===== src/rtl/wsbus_pkg.sv =====
package wsbus_pkg;

    typedef enum logic [1:0] {
        ST_IDLE = 2'd0,
        ST_WAIT = 2'd1,
        ST_BEAT = 2'd2
    } bus_state_e;

endpackage


===== src/rtl/wsbus_wait_ctr.sv =====
module wsbus_wait_ctr #(
    parameter int WAITS = 1
) (
    input  logic clk,
    input  logic rst_n,
    input  logic load,
    input  logic step,
    output logic last
);
    localparam int CW = (WAITS > 0) ? $clog2(WAITS + 1) : 1;

    logic [CW-1:0] cnt_d, cnt_q;

    always_comb begin
        cnt_d = cnt_q;
        if (load) begin
            cnt_d = CW'(WAITS);
        end else if (step && cnt_q != '0) begin
            cnt_d = cnt_q - 1'b1;
        end
    end

    always_ff @(posedge clk or negedge rst_n) begin
        if (!rst_n) cnt_q <= '0;
        else        cnt_q <= cnt_d;
    end

    assign last = (WAITS == 0) ? 1'b1 : (cnt_q == CW'(1));

    // the remaining wait count never exceeds the configured number
    a_r4_cnt_bounded: assert property (@(posedge clk) disable iff (!rst_n)
        32'(cnt_q) <= WAITS);

endmodule


===== src/rtl/wsbus_store.sv =====
module wsbus_store #(
    parameter int AW = 4,
    parameter int DW = 16
) (
    input  logic          clk,
    input  logic          rst_n,
    input  logic          we,
    input  logic [AW-1:0] waddr,
    input  logic [DW-1:0] wdata,
    input  logic [AW-1:0] raddr,
    output logic [DW-1:0] rdata
);
    localparam int DEPTH = 1 << AW;

    logic [DW-1:0] word_d [DEPTH];
    logic [DW-1:0] word_q [DEPTH];

    for (genvar i = 0; i < DEPTH; i++) begin : g_word
        always_comb begin
            word_d[i] = word_q[i];
            if (we && waddr == AW'(i)) word_d[i] = wdata;
        end

        always_ff @(posedge clk or negedge rst_n) begin
            if (!rst_n) word_q[i] <= '0;
            else        word_q[i] <= word_d[i];
        end
    end

    assign rdata = word_q[raddr];

endmodule


===== src/rtl/wsbus_target.sv =====
module wsbus_target
    import wsbus_pkg::*;
#(
    parameter int AW    = 4,
    parameter int DW    = 16,
    parameter int WAITS = 1
) (
    input  logic          clk,
    input  logic          rst_n,
    input  logic          addr_en,
    input  logic          rd_nwr,
    input  logic [AW-1:0] addr,
    input  logic          burst,
    input  logic [DW-1:0] wdata,
    output logic [DW-1:0] rdata,
    output logic          rdy_n
);
    typedef struct packed {
        bus_state_e    st;
        logic [AW-1:0] ad;
        logic          rd;
        logic          more;
        logic          rdy_n;
        logic [DW-1:0] rdata;
    } tgt_regs_t;

    tgt_regs_t     r_d, r_q;
    logic          ctr_load, ctr_step, ctr_last;
    logic          go_beat, beat_rd, we;
    logic [AW-1:0] beat_addr;
    logic [DW-1:0] mem_word;

    wsbus_wait_ctr #(.WAITS(WAITS)) u_wait (
        .clk  (clk),
        .rst_n(rst_n),
        .load (ctr_load),
        .step (ctr_step),
        .last (ctr_last)
    );

    wsbus_store #(.AW(AW), .DW(DW)) u_store (
        .clk  (clk),
        .rst_n(rst_n),
        .we   (we),
        .waddr(beat_addr),
        .wdata(wdata),
        .raddr(beat_addr),
        .rdata(mem_word)
    );

    always_comb begin
        r_d      = r_q;
        r_d.rdy_n = 1'b1;
        r_d.rdata = '0;
        ctr_load = 1'b0;
        ctr_step = 1'b0;
        go_beat  = 1'b0;
        we       = 1'b0;

        unique case (r_q.st)
            ST_IDLE: beat_addr = addr;
            ST_BEAT: beat_addr = r_q.ad + 1'b1;
            default: beat_addr = r_q.ad;
        endcase
        beat_rd = (r_q.st == ST_IDLE) ? rd_nwr : r_q.rd;

        unique case (r_q.st)
            ST_IDLE: begin
                if (addr_en) begin
                    r_d.ad   = addr;
                    r_d.rd   = rd_nwr;
                    r_d.more = burst & rd_nwr;
                    if (WAITS == 0) begin
                        go_beat = 1'b1;
                    end else begin
                        r_d.st   = ST_WAIT;
                        ctr_load = 1'b1;
                    end
                end
            end
            ST_WAIT: begin
                ctr_step = 1'b1;
                if (ctr_last) go_beat = 1'b1;
            end
            ST_BEAT: begin
                if (r_q.more) begin
                    r_d.ad   = beat_addr;
                    r_d.more = burst;
                    if (WAITS == 0) begin
                        go_beat = 1'b1;
                    end else begin
                        r_d.st   = ST_WAIT;
                        ctr_load = 1'b1;
                    end
                end else begin
                    r_d.st = ST_IDLE;
                end
            end
            default: r_d.st = ST_IDLE;
        endcase

        if (go_beat) begin
            r_d.st    = ST_BEAT;
            r_d.rdy_n = 1'b0;
            if (beat_rd) r_d.rdata = mem_word;
            else         we = 1'b1;
        end
    end

    always_ff @(posedge clk or negedge rst_n) begin
        if (!rst_n) begin
            r_q <= '{st: ST_IDLE, ad: '0, rd: 1'b1, more: 1'b0,
                     rdy_n: 1'b1, rdata: '0};
        end else begin
            r_q <= r_d;
        end
    end

    assign rdy_n = r_q.rdy_n;
    assign rdata = r_q.rdata;

    if (WAITS == 0) begin : g_nowait_chk
        // acknowledge follows the start edge directly
        a_r3_ack_next: assert property (@(posedge clk) disable iff (!rst_n)
            (r_q.st == ST_IDLE && addr_en) |=> !rdy_n);
    end else begin : g_wait_chk
        // the first cycle after a start is a wait cycle
        a_r4_first_wait: assert property (@(posedge clk) disable iff (!rst_n)
            (r_q.st == ST_IDLE && addr_en) |=> rdy_n);
        // with wait states every beat is a single-cycle pulse
        a_r5_pulse: assert property (@(posedge clk) disable iff (!rst_n)
            !rdy_n |=> rdy_n);
    end

    // a beat with no pending continuation is the last one
    a_r8_stop: assert property (@(posedge clk) disable iff (!rst_n)
        (!rdy_n && !r_q.more) |=> rdy_n);

    // a write never arms a burst continuation
    a_r9_write_single: assert property (@(posedge clk) disable iff (!rst_n)
        (r_q.st == ST_IDLE && addr_en && !rd_nwr) |=> !r_q.more);

    // the master keeps the direction fixed during a transfer
    a_r2_dir_hold: assert property (@(posedge clk) disable iff (!rst_n)
        (r_q.st != ST_IDLE) |-> $stable(rd_nwr));

endmodule


===== config.mk =====
export PLATFORM = sky130hd
export DESIGN_NAME = wsbus_target
export DESIGN_NICKNAME = d
export VERILOG_FILES = /design/src/rtl/wsbus_pkg.sv /design/src/rtl/wsbus_wait_ctr.sv /design/src/rtl/wsbus_store.sv /design/src/rtl/wsbus_target.sv
export SDC_FILE = /design/constraint.sdc
export NUM_CORES = 1
export LEC_CHECK = 0
export BUFFER_PORTS_ARGS = -buffer_cell sky130_fd_sc_hd__buf_2
export CAP_MARGIN = 20
export CORE_AREA = 8 8 188 190
export CTS_CLUSTER_DIAMETER = 30
export DETAILED_ROUTE_END_ITERATION = 12
export DIE_AREA = 0 0 196 198
export PLACE_DENSITY = 0.66
export SLEW_MARGIN = 5
export SYNTH_ARGS = -nofsm -noshare
export SYNTH_HDL_FRONTEND = slang
export SYNTH_HIERARCHICAL = 1
export SYNTH_SLANG_ARGS = --single-unit

===== constraint.sdc =====
create_clock -name clk -period 6.6 [get_ports clk]
set_clock_uncertainty 0.05 [all_clocks]
set_input_delay 0.33 -clock clk [delete_from_list [all_inputs] [get_ports clk]]
set_output_delay 0.33 -clock clk [all_outputs]
set_load 0.02 [all_outputs]

==> reports/results.ini <==
[grt]
grt_pass1_wl_um = 46310
gr-usage-met2 = 0.2483
use_met3 = 0.02445
grt_pass1_vias = 7683
grt_max_degree = 197
grt_util_met1 = 0.2091
grt_usage = 0.1526
grt-busiest-layer = met2
grt-ovfl-total = 0
antenna_found_initial = 1

[die]
core_um2 = 32210
chipHeight_um = 198
ioPinCount = 42
initial_core_util = 0.3955
num_rows = 66
fp.dieW_um = 196
dieArea_um2 = 38810

[detailed_routing]
drt_iter0_drc = 565
drtAntennaViolNets = 0
vias = 7167
post_drt_wl_per_cell_um = 21.99
wirelength_um = 28990
route.detailed.drc = 0
drtPass1Iterations = 4
routed_via_density = 5.438

[worst_setup_path]
crit_path_end_kind = register
rrSetupSlack_ns = 2.77
cp-start-kind = register
reg2regPathDepth = 7
worstPathMaxFanout = 52
path_cells = inv_4, mux2i_1, mux2_4, buf_4, nor2_1, nand2_1, mux2_2
worstReg2RegEnd = u_store/word_q[251]
cp.arrival_ns = 4.22
worstSetupStartpoint = r_q[24]
slowest_stage = mux2_4
crit_required_ns = 6.98
cpPeakStageDelay_ns = 0.84
rr_startpoint = r_q[24]
crit_end = u_store/word_q[251]
worstSetupPathType = register to register

[power]
power_density_nw_per_um2 = 501.7
swShare = 0.2909
p_int_mw = 5.400
ir_drop_mv = 0.2203
power.share.sequential = 0.346
power_mw = 7.615
p_leak_nw = 7.132
combPwrFrac = 0.278
clkPwrFrac = 0.375
switchingPower_mw = 2.215

[timing]
hold_viol = 0
period_minus_slack_ns = 3.835
slew_viol_final = 0
worst_pin_slew_ns = 1.124
slew_headroom = 0.2501
period_share = 0.5810
setup_viol = 0
fin_setup_tns_ns = 0
fmax_ghz = 0.2608
rsz0062_at_grt = false

[clock_tree]
ctsResizeCount = 0
clk_path_buf_depth = 3
numCtsBuffers = 54
insertion_delay_ns = 0.55
clock-sinks = 282
cts-root-buf = clkbuf_16
cts-htree-levels = 2
tritoncts = built
cts.clk_slew.worst_paths_ns = 0.05

[place]
numPortBuffers = 41
routabilityCongestion = 0.7224
dpl.hpwl_um = 16930

[job]
drv_cap = 0

[logic_synthesis]
yosys_warnings = 6
synthCells = 829
synth_seq_area_share = 0.5542
avgSynthCellArea_um2 = 15.37
syn-num-nets = 855
ys_ff_latch = 282
synth_cell_types = 46
syn_area_um2 = 12740

[cells_and_area]
layout.nets = 892
syn2layout_area_growth_pct = 19.16
nFillCells = 2749
drive_gt1_frac = 0.5380

[worst_hold_path]
hold_class = input port to register

[run_status]
status = completed

## kinds of logic after synthesis
logic type | count (synthesis) | share of synthesized area
adders and majority gates | 1 | 0.0009821
AOI/OAI and AO/OA | 53 | 0.02947
DFF | 282 | 0.5542
buffers and inverters | 87 | 0.03556
muxes | 326 | 0.3444
and+or+nand+nor | 80 | 0.03546
## metal layers
metal	wire (um)	vias to the layer above
met5	0	-
met4	517	0
met3	1402	47
met2	13890	149
met1	13180	3831
li1	-	3140
## worst max-delay path: cells and delay by family (launching register included)
kind	cells	cell delay [ns]
simple gates	2	0.92
buf+inv	2	0.67
flops	1	0.54
mux	3	1.46
## state kept, by name, indices dropped and copies added, names as in the netlist
register and count:
u_store/word_q 256, rdata 16, r_q 8, rdy_n 1
u_wait/last 1
## per-stage QoR
step           hold WS, ns  area [um^2]  std cells  setup slack (ns)    util
6_report           0.04777        15180       1318             2.765  0.4713
5_1_grt            0.05395        15180       1317             2.452  0.4713
4_1_cts            0.03034        15160       1316             2.644  0.4708
3_5_place_dp        0.3270        13210       1215             2.643  0.4101
3_3_place_gp        0.3365        13210       1215             2.633  0.4101
2_1_floorplan     -0.01559        12740        829             3.938       -
## layout make-up
cell class | count | area (um^2) | share of cell area
antenna | 1 | 2.502 | 0.0001649
clock buffer | 68 | 1494 | 0.09842
clock inverter | 31 | 441.7 | 0.02910
inverter | 8 | 32.53 | 0.002143
multi-input combinational | 460 | 5256 | 0.3463
sequential | 282 | 7059 | 0.4650
tap | 408 | 510.5 | 0.03363
timing repair buffer | 60 | 382.9 | 0.02522
## what timing repair did
action,4_1_cts,5_1_grt
endpoints found under the hold margin,85,0
setup buffers,0,0
hold buffers,2,0
## worst min path at each step
stage	from	end	slack (ns)	cells after the start
finish	addr[1]	r_q[20]	0.05	3
CTS	addr[1]	r_q[20]	0.03	3
floorplan	rst_n	r_q[17]	-0.02	0
global placement	rst_n	u_store/word_q[208]	0.34	1
global route	addr[1]	r_q[20]	0.05	3
detailed placement	rst_n	u_store/word_q[224]	0.33	1
## power groups by stage
stage / combinational, mW / clock, mW / sequential (mW)
detailed placement: 2.14 / 0 / 2.65
global placement: 2.11 / 0 / 2.63
finish: 2.12 / 2.86 / 2.64
floorplan: 1.71 / 0 / 2.53
CTS: 2.15 / 2.91 / 2.63
global route: 2.30 / 3.00 / 2.71
## cells in the final DEF, fill, tap and decap left out, types with 4 or more instances in the layout
cell	n
clkbuf_8	9
nand2_1	22
mux2i_1	4
nor2_2	9
inv_1	7
buf_4	15
clkbuf_16	54
dfrtp_1	280
buf_2	40
and2_1	17
mux2_2	256
clkinv_2	8
mux4_2	64
a22oi_1	34
bufinv_16	9
o21ai_1	5
clkbuf_1	5
nand2b_1	4
clkinvlp_4	8
nor2_1	4
## cells in the mapped netlist, drive strengths merged
master	instances	area share
mux2	258	0.23
inv	8	0.0026
nand4b	2	0.0014
dfrtp	280	0.55
a211o	1	0.00069
and3b	1	0.00069
o2bb2ai	1	0.00069
nand3	2	0.00079
dfstp	2	0.0041
and2	17	0.0083
buf	49	0.024
mux4	64	0.11
nor2	13	0.0044
nor4b	1	0.00069
or3	3	0.0015
and4	1	0.00069
o21ai	8	0.0031
o22a	1	0.00069
clkbuf	30	0.0088
a21oi	2	0.00079
nand2	22	0.0065
and3	2	0.00098
mux2i	4	0.0031
a211oi	1	0.00059
a2bb2oi	1	0.00069
nand2b	4	0.0020
nor2b	3	0.0017
nor4bb	1	0.00079
a22oi	34	0.020
a31oi	2	0.00098
nor3b	3	0.0022
nor4	1	0.00049
ha	1	0.00098
or2	1	0.00069
nand3b	3	0.0018
o31ai	1	0.00059
a21o	1	0.00059
(Power assumes the default switching activity.)
